## config.mk

```make
export PLATFORM = sky130hd
export DESIGN_NAME = irq_group_merger
export DESIGN_NICKNAME = d
export VERILOG_FILES = /design/src/rtl/irq_merge_pkg.sv /design/src/rtl/irq_merge_ctrl.sv /design/src/rtl/irq_merge_datapath.sv /design/src/rtl/irq_group_merger.sv
export SDC_FILE = /design/constraint.sdc
export NUM_CORES = 1
export LEC_CHECK = 0
export ABC_AREA = 1
export ABC_CLOCK_PERIOD_IN_PS = 5700
export BUFFER_PORTS_ARGS = -buffer_cell sky130_fd_sc_hd__buf_2
export CAP_MARGIN = 20
export CORE_AREA = 2 2 96 98
export DETAILED_ROUTE_END_ITERATION = 7
export DIE_AREA = 0 0 98 100
export GPL_TIMING_DRIVEN = 0
export PLACE_DENSITY = 0.76
export REMOVE_ABC_BUFFERS = 1
export SYNTH_ARGS = -nofsm -noshare
export SYNTH_HDL_FRONTEND = slang
export SYNTH_SLANG_ARGS = --single-unit
```

## constraint.sdc

```tcl
create_clock -name clk -period 5.7 [get_ports clk]
set_input_delay 1.14 -clock clk [delete_from_list [all_inputs] [get_ports clk]]
set_output_delay 1.14 -clock clk [all_outputs]
set_load 0.01 [all_outputs]
```

## src/rtl/irq_merge_pkg.sv

```systemverilog
package irq_merge_pkg;

  localparam int LANE_W = 8;
  localparam int IDX_W  = 3;

  typedef struct packed {
    logic wrSet;
    logic wrClr;
    logic rdEn;
    logic rdStat;
  } merge_strobe_t;

  function automatic logic [IDX_W-1:0] lowestSet(input logic [LANE_W-1:0] vec);
    logic [IDX_W-1:0] idx;
    idx = '0;
    for (int i = LANE_W - 1; i >= 0; i--) begin
      if (vec[i]) idx = IDX_W'(i);
    end
    return idx;
  endfunction

endpackage

```

## src/rtl/irq_merge_ctrl.sv

```systemverilog
module irq_merge_ctrl
  import irq_merge_pkg::*;
#(
  parameter int NUM_BANKS = 2,
  parameter int ADDR_W    = 6,
  parameter int BANK_W    = 1
) (
  input  logic [ADDR_W-1:0] busAddr,
  input  logic              busWrEn,
  output merge_strobe_t     strobes,
  output logic [BANK_W-1:0] bankIdx
);

  localparam int FIELD_W = ADDR_W - 4;

  logic [FIELD_W-1:0] bankField;
  logic [3:0]         offset;
  logic               bankOk;

  assign bankField = busAddr[ADDR_W-1:4];
  assign offset    = busAddr[3:0];
  assign bankOk    = (32'(bankField) < NUM_BANKS);
  assign bankIdx   = BANK_W'(bankField);

  always_comb begin
    strobes = '0;
    if (bankOk) begin
      unique case (offset)
        4'h0: begin
          strobes.wrSet = busWrEn;
          strobes.rdEn  = 1'b1;
        end
        4'h4: strobes.wrClr = busWrEn;
        4'hC: begin
          strobes.rdEn   = 1'b1;
          strobes.rdStat = 1'b1;
        end
        default: ;
      endcase
    end
  end

endmodule

```

## src/rtl/irq_merge_datapath.sv

```systemverilog
module irq_merge_datapath
  import irq_merge_pkg::*;
#(
  parameter int NUM_GROUPS = 6,
  parameter int NUM_BANKS  = 2,
  parameter int BANK_W     = 1
) (
  input  logic                         clk,
  input  logic                         rstN,
  input  merge_strobe_t                strobes,
  input  logic [BANK_W-1:0]            bankIdx,
  input  logic [31:0]                  busWrData,
  input  logic [NUM_GROUPS*LANE_W-1:0] srcLines,
  output logic [31:0]                  busRdData,
  output logic [NUM_GROUPS-1:0]        grpIrq,
  output logic [NUM_GROUPS*IDX_W-1:0]  grpIdx
);

  logic [LANE_W-1:0] enBits [NUM_GROUPS];
  logic [31:0]       enWord [NUM_BANKS];
  logic [31:0]       statWord [NUM_BANKS];

  for (genvar g = 0; g < NUM_GROUPS; g++) begin : g_group
    localparam int LANE_LO = (g % 4) * LANE_W;
    localparam logic [BANK_W-1:0] MY_BANK = BANK_W'(g / 4);

    logic [LANE_W-1:0] live;
    logic              hit;

    assign hit = (bankIdx == MY_BANK);

    always_ff @(posedge clk) begin
      if (!rstN) begin
        enBits[g] <= '0;
      end else if (strobes.wrSet && hit) begin
        enBits[g] <= enBits[g] | busWrData[LANE_LO +: LANE_W];
      end else if (strobes.wrClr && hit) begin
        enBits[g] <= enBits[g] & ~busWrData[LANE_LO +: LANE_W];
      end
    end

    assign live      = srcLines[g*LANE_W +: LANE_W] & enBits[g];
    assign grpIrq[g] = |live;
    assign grpIdx[g*IDX_W +: IDX_W] = lowestSet(live);
  end

  always_comb begin
    for (int b = 0; b < NUM_BANKS; b++) begin
      enWord[b]   = '0;
      statWord[b] = '0;
    end
    for (int g = 0; g < NUM_GROUPS; g++) begin
      enWord[g/4][(g%4)*LANE_W +: LANE_W]   = enBits[g];
      statWord[g/4][(g%4)*LANE_W +: LANE_W] = srcLines[g*LANE_W +: LANE_W];
    end
  end

  always_comb begin
    busRdData = '0;
    if (strobes.rdEn) begin
      busRdData = strobes.rdStat ? statWord[bankIdx] : enWord[bankIdx];
    end
  end

endmodule

```

## src/rtl/irq_group_merger.sv

```systemverilog
module irq_group_merger
  import irq_merge_pkg::*;
#(
  parameter int NUM_GROUPS = 6,
  parameter int ADDR_W     = 6
) (
  input  logic                     clk,
  input  logic                     rstN,
  input  logic [NUM_GROUPS*8-1:0]  srcLines,
  input  logic [ADDR_W-1:0]        busAddr,
  input  logic                     busWrEn,
  input  logic [31:0]              busWrData,
  output logic [31:0]              busRdData,
  output logic [NUM_GROUPS-1:0]    grpIrq,
  output logic [NUM_GROUPS*3-1:0]  grpIdx
);

  localparam int NUM_BANKS = (NUM_GROUPS + 3) / 4;
  localparam int BANK_W    = (NUM_BANKS > 1) ? $clog2(NUM_BANKS) : 1;

  merge_strobe_t     strobes;
  logic [BANK_W-1:0] bankIdx;

  irq_merge_ctrl #(
    .NUM_BANKS(NUM_BANKS),
    .ADDR_W   (ADDR_W),
    .BANK_W   (BANK_W)
  ) u_ctrl (
    .busAddr (busAddr),
    .busWrEn (busWrEn),
    .strobes (strobes),
    .bankIdx (bankIdx)
  );

  irq_merge_datapath #(
    .NUM_GROUPS(NUM_GROUPS),
    .NUM_BANKS (NUM_BANKS),
    .BANK_W    (BANK_W)
  ) u_dp (
    .clk       (clk),
    .rstN      (rstN),
    .strobes   (strobes),
    .bankIdx   (bankIdx),
    .busWrData (busWrData),
    .srcLines  (srcLines),
    .busRdData (busRdData),
    .grpIrq    (grpIrq),
    .grpIdx    (grpIdx)
  );

endmodule

```

Yosys cells after proc, flatten, opt, wreduce, memory -nomap -nowiden
Memory sizes are Yosys's and may differ from the RTL's.
Index checks and enable logic that the tools add are counted.
- register bits after elaboration: 0
- RAM bits: 48
- bits of input ports: 89
- output and inout port bits: 56
- word-level logic and storage cells: 141
- memories kept: 1
- memories (name ; words ; width ; rd ports ; clocked after memory_dff ; wr ports ; line ; RTL):
    u_dp.enBits ; 6 ; 8 ; 6 ; 0 ; 6 ; irq_merge_datapath.sv:19 ; logic [LANE_W-1:0] enBits [NUM_GROUPS];
- order comparisons: 2
- equal/unequal tests: 2
- mux-type cells: 88
- bitwise logic cells: 36
- reductions and logical operators: 12
- operators by type and width (kind ; count):
    $mux 32 ; 8
    $mux 3 ; 48
    $and 8x8->8 ; 12
    $mux 8 ; 12
    $or 8x8->8 ; 6
    $reduce_or 8->1 ; 6
    $not 8->8 ; 4
    $mux 1 ; 19
    $or 1x1->1 ; 12
    $eq 4x3->1 const B ; 1
    $eq 4x4->1 const B ; 1
    $logic_and 1x1->1 ; 4
    $logic_not 4->1 ; 1
    $mux 4 ; 1
    $ge 2x2->1 const B ; 1
    $lt 2x2->1 const B ; 1
    $not 1->2 ; 1
    $reduce_or 2->1 ; 1
    $not 1->1 ; 1

Longest topological paths before layout
Gate-level depths: netlist (run 1).
- word-level depth: 10
- gate-level depth with buffers: 8
- depth with buffers taken out: 8

Hierarchy
Synthesis (run 1) repeated with hierarchy kept, for this count alone.
- cell total of the unflattened synthesis: 560
- area total of the unflattened synthesis: 3758.6 sq um
- modules (own cells, without submodules) (module ; instances ; cells each ; area an instance (sq um) ; sequential area each (sq um)):
    irq_merge_datapath ; 1 ; 545 ; 3686.0 ; 1441.4
    irq_merge_ctrl ; 1 ; 15 ; 72.6 ; 0.0

Worst setup path before layout (run 1)
OpenSTA, ideal clock, no wires.
- kind: input to output
- from: input port busAddr[1]
- to: output port busRdData[21]
- arrival time: 2073 ps
- data required time: 4560 ps
- setup slack: 2487 ps
- cell stages on the path: 6
- path buffers: 1
- cell sequence: nor2_2 > nand2_2 > o21ai_2 > nand2_2 > buf_6 > a21oi_1
- longest elaborated chain between the ends: 5
- elaborated cells between the ends (all ways): 8
- classes of those cells: 1 x eq/ne; 5 x mux; 2 x reduce/logical
- ends and longest elaborated chain (item ; line ; RTL):
    start: declaration ; irq_group_merger.sv:10 ; input logic [ADDR_W-1:0] busAddr,
    $eq 4x4->1 or $logic_not 4->1 (tied branches) ; irq_merge_ctrl.sv:28 ; unique case (offset)
    $mux 1 or $reduce_or 2->1 (tied branches) ; - ;
    $mux 4 (*) ; irq_merge_ctrl.sv:27 ; if (bankOk) begin
    $mux 32 or $mux 4 (tied branches) ; irq_merge_datapath.sv:61, irq_merge_ctrl.sv:27 ;
    $mux 32 (*) ; irq_merge_datapath.sv:60 ; if (strobes.rdEn) begin
    end: declaration ; irq_group_merger.sv:13 ; output logic [31:0] busRdData,
Mark *: on every way between the ends. The rest lies on a longest branch, timed or not.

==> results.cfg, run 1 <==
[die]
pin_count = 145
coreArea_um2 = 8890
die_area_um2 = 9800
placementRows = 35
die_w_um = 98
start_util_pct = 43.7
fp.dieH_um = 100

[detailed_routing]
final_antenna_net_count = 0
wl_per_cell_um = 13.7
wl_met2_um = 5700
drt_wl_total_um = 11700
top_layer = met4
drc_errors = 0
drt-pass1-iter-count = 5
drt-initial-drc-count = 290
met1_length_um = 4900
via_count = 4455
wl_met3_um = 855
via_per_inst = 5.20

[finish]
largest_reg_flops = 48
fin_nets = 833
multi_input_comb_area_um2 = 2120
antenna_cells = 0
reg_top3 = u_dp.enBits (48)
final_common_cell = nand2_1
regArea_um2 = 1440
drive_gt1_share_pct = 22.8
nFillCells = 900
most-common-layout-cells = 299 x nand2_1, 144 x buf_2, 65 x nor2_1
area_growth_pct = 23.3
stdcell_area_um2 = 4790
regMostFlops = u_dp.enBits

[worst_hold_path]
holdCritPathClass = reg2reg
min_to = u_dp.enBits[2][12]
min_path_cells = 2
hold_start = u_dp.enBits[2][12]

[placement]
dpl_cell_area_um2 = 4660
pre_cts_ws_ns = 1.03
place_congestion = 0.908
portBuffers = 144
dp_hpwl_um = 8390

[synthesis]
syn_area_per_cell_um2 = 6.34
ys_async_sr_fraction_pct = 0
synth_area_leaders = edfxtp_1 37%, nand2_1 29%, nor2_1 6.3%, o22ai_1 5.8%, a21oi_1 5.7%
yosys.area.top_type_share_pct = 37.1
synth-main-ff-cell = edfxtp_1
ys_seq_elements = 48
syn-cell-area_um2 = 3890
seq_area_frac_synth_pct = 37.1
ys_warn_count = 0
yosys.area.top_type = edfxtp_1
synth_edf_count = 48
ys_types = 26
syn_inst = 613

[power_and_ir_drop]
peakVddDrop_v = 0.0000890
power_uw = 850
power.density_nw_per_um2 = 177
p_leak_uw = 0.00266

[setup_path]
r2r_cells = 3
reg2reg_to = u_dp.enBits[1][10]
path_max_fanout = 36
r2r_setup_slack_ns = 4.61
cp_data_arrival_time_ns = 3.97
worst_setup_path_end_kind = flip-flop
critPathKind = in2reg
r2r_start = u_dp.enBits[1][10]
critPathLaunchType = input port
crit_required_ns = 5.47

[cts]
clk_pin_slew_ns = 0.09
root_buffer = clkbuf_8
cts-resized-gates = 0
hold_buffers = 0
post_cts_buffers = 0
cts_tree = built
cts_max_path_buffers = 2
clock_latency_ns = 0.30
clock-sinks = 48
cts_buffers = 5
cts_htree_levels = 2

[sta]
rsz0062_at_grt = no
clock_skew_ns = 0
slew_headroom_pct = 37.5
max_freq_mhz = 238
slew_violations = 0
finalSetupViolations = 0
fin_crit_ns = 4.20
fin_crit_sh_pct = 73.6
finalSetupTns_ns = 0
setup_slack_ns = 1.50
tightestPinTransition_ns = 0.935
hold_violations = 0

[global_route]
grt_pass1_wl_um = 18200
grt_usage_pct = 22.9
antenna_found_initial = 0
grt-ovfl-total = 0
grt_max_degree = 37
grt_pass1_vias = 3951

[flow_run]
max-cap-violations = 0

[run_status]
status = completed
report_power, final:
part           switching (uW)  internal [uW]  total (uW)
Sequential               13.4            402         415
Clock                     125            132         258
Combinational             108           70.1         178
cells by family after synthesis:
| logic type | count (synthesis) | synth area share (%) |
|---|---|---|
| compound gates | 92 | 13.5 |
| buf+inv | 79 | 8.50 |
| flops | 48 | 37.1 |
| mux | 9 | 2.32 |
| simple gates | 385 | 38.6 |
worst max path at each step:
| stage | from | end | slack (ns) | cells after the start |
|---|---|---|---|---|
| after floorplan | busAddr[1] | busRdData[30] | 1.99 | 5 |
| after global placement | busAddr[4] | u_dp.enBits[0][14] | -0.20 | 4 |
| after detailed placement | busAddr[1] | busRdData[6] | 1.03 | 7 |
| after CTS | busAddr[1] | busRdData[6] | 1.02 | 7 |
| after global routing | busAddr[4] | u_dp.enBits[0][12] | 1.24 | 5 |
| final | busAddr[4] | u_dp.enBits[0][2] | 1.50 | 5 |
metal layers:
layer / GRT usage, % / vias up
met5: 0 / -
met4: 7.80 / 0
met3: 2.86 / 25
met2: 39.8 / 201
met1: 29.6 / 1992
li1: - / 2237
critical path, stage by stage:
cell and delay [ns]:
buf_2 0.63, inv_2 0.47, nand4_1 0.75, buf_16 0.23
nand3_2 0.71
stage by stage:
stage / cells / util (%) / hold slack (ns)
after detailed placement: 847 / 52.4 / 0.652
after global placement: 846 / 52.1 / 0.642
after global routing: 856 / 53.9 / 0.713
after CTS: 855 / 53.7 / 0.677
final: 856 / 53.9 / 0.680
after floorplan: 591 / - / 0.616
cell usage after synthesis (3+ instances only):
| library cell | n |
|---|---|
| nand3_1 | 4 |
| nand2_2 | 3 |
| o22ai_1 | 36 |
| o21ai_0 | 3 |
| inv_1 | 55 |
| mux2i_1 | 9 |
| a21oi_1 | 44 |
| clkbuf_1 | 3 |
| a31oi_1 | 6 |
| nand2_1 | 299 |
| edfxtp_1 | 48 |
| nor3_1 | 6 |
| nor2_1 | 65 |
| buf_2 | 15 |
| or2_2 | 3 |
cell type report:
type	instances	share of cell area [%]
clock inverters	3	0.966
well taps	111	2.90
clock buffers	5	1.44
flip-flops and latches	48	30.1
multi-input cells	486	44.2
repair buffers	146	15.9
inverters	57	4.46
Power figures use the tool's default switching activity.
==> run 2, diff against run 1 <==
ABC_CLOCK_PERIOD_IN_PS = 3600   (was 5700)
PLACE_DENSITY = 0.79   (was 0.76)
clock period = 3.6 ns   (was 5.7 ns; I/O delays follow)
==> run 2 against run 1 <==
Compared with the run above: cell count up 0.12%; largest cell class unchanged; critical path type unchanged; register-to-register slack worse by 2.1 ns; critical path depth unchanged.
==> results.cfg, run 2 (same netlist as run 1, synthesis figures left out) <==
[cts]
cts_tree = built
cts_htree_levels = 2
hold_buffers = 0
root_buffer = clkbuf_8
clock-sinks = 48
cts_max_path_buffers = 2
clk_pin_slew_ns = 0.09
cts_buffers = 5
cts-resized-gates = 1
clock_latency_ns = 0.30
post_cts_buffers = 0

[worst_hold_path]
hold_start = u_dp.enBits[2][6]
min_path_cells = 4
holdCritPathClass = reg2reg
min_to = u_dp.enBits[2][6]

[finish]
reg_top3 = u_dp.enBits (48)
stdcell_area_um2 = 4770
stdcell_count = 857
final_util_pct = 53.7
drive_gt1_share_pct = 22.9
final_common_cell = nand2_1
area_growth_pct = 22.8
most-common-layout-cells = 298 x nand2_1, 144 x buf_2, 65 x nor2_1
antenna_cells = 0
fin_nets = 834
regMostFlops = u_dp.enBits
largest_reg_flops = 48

[setup_path]
r2r_cells = 3
worst-path-stages = 5
slowest_stage = buf_2
crit_required_ns = 3.50
critPathBufInv = 3
cp_data_arrival_time_ns = 3.14
slowest_delay_ns = 0.64
critPathKind = in2reg
critPathLaunchType = input port
reg2reg_to = u_dp.enBits[1][10]
r2r_setup_slack_ns = 2.51
worst_setup_path_end_kind = flip-flop
cp_top_family = buffers and inverters
path_max_fanout = 36
r2r_start = u_dp.enBits[1][10]
crit_chain = buf_2 -> inv_2 -> nand4_1 -> buf_6 -> nand3_4

[detailed_routing]
via_count = 4531
via_per_inst = 5.29
drt_wl_total_um = 11700
final_antenna_net_count = 0
wl_per_cell_um = 13.7
drc_errors = 0
drt-pass1-iter-count = 5
drt-initial-drc-count = 312

[power_and_ir_drop]
peakVddDrop_v = 0.000126
p_leak_uw = 0.00264
power.density_nw_per_um2 = 265
power_uw = 1260

[placement]
dpl_cell_area_um2 = 4670
dp_cells = 849
pre_cts_ws_ns = -0.403
dp_hpwl_um = 8550
portBuffers = 144
place_congestion = 0.918

[die]
die_area_um2 = 9800
coreArea_um2 = 8890
start_util_pct = 43.7
pin_count = 145
fp.dieH_um = 100
die_w_um = 98
placementRows = 35

[sta]
slew_headroom_pct = 43.9
clock_skew_ns = 0
rsz0062_at_grt = no
fin_crit_ns = 3.24
hold_violations = 0
finalSetupViolations = 0
setup_slack_ns = 0.358
slew_violations = 0
tightestPinTransition_ns = 0.841
max_freq_mhz = 308
fin_crit_sh_pct = 90.1

[flow_run]
max-cap-violations = 0

[run_status]
status = completed

[global_route]
grt-ovfl-total = 0
grt_pass1_wl_um = 18600
grt_pass1_vias = 4171
grt_max_degree = 37
grt_usage_pct = 23.1
antenna_found_initial = 0
==> run 2: routing by layer <==
metal	routed length, um	track usage, %	vias up
met5	0	0	-
met2	5820	40.7	196
li1	-	-	2240
met1	4740	28.7	2065
met3	872	2.72	30
met4	278	9.83	0
==> run 2: how the worst max path moves through the flow <==
stage                    start                  to  slack [ns]
detailed placement  busAddr[4]   u_dp.enBits[0][7]       -0.40
CTS                 busAddr[1]        busRdData[6]        0.10
global placement    busAddr[4]   u_dp.enBits[0][0]       -1.91
floorplan           busAddr[4]   u_dp.enBits[0][0]        0.39
finish              busAddr[4]  u_dp.enBits[0][14]        0.36
global route        busAddr[5]       busRdData[10]        0.17
==> run 2: area by class of cell <==
cell class              instances  area (um^2)
clock inverters                 3         18.8
multi-input cells             486         2130
clock buffers                   5         68.8
flip-flops and latches         48         1440
well taps                     111          139
repair buffers                147          758
fillers                       902         4120
inverters                      57          215
==> run 2: where the power goes <==
group	switching (uW)	internal [uW]	leakage (uW)
Clock	191	135	0.0000378
Combinational	170	111	0.00211
Sequential	21.5	636	0.000496
Total	382	881	0.00264
==> run 2: worst register-to-register path, delay by kind of cell, from the launching register on <==
family | cells | cell delay (ns)
AND/OR/NAND/NOR | 3 | 0.43
flip-flops | 1 | 0.44
==> run 2: metrics by stage <==
stage	hold WS, ns	setup TNS, ns
floorplan	0.616	0
global placement	0.641	-67.76
detailed placement	0.653	-12.86
CTS	0.675	0
global route	0.712	0
finish	0.677	0
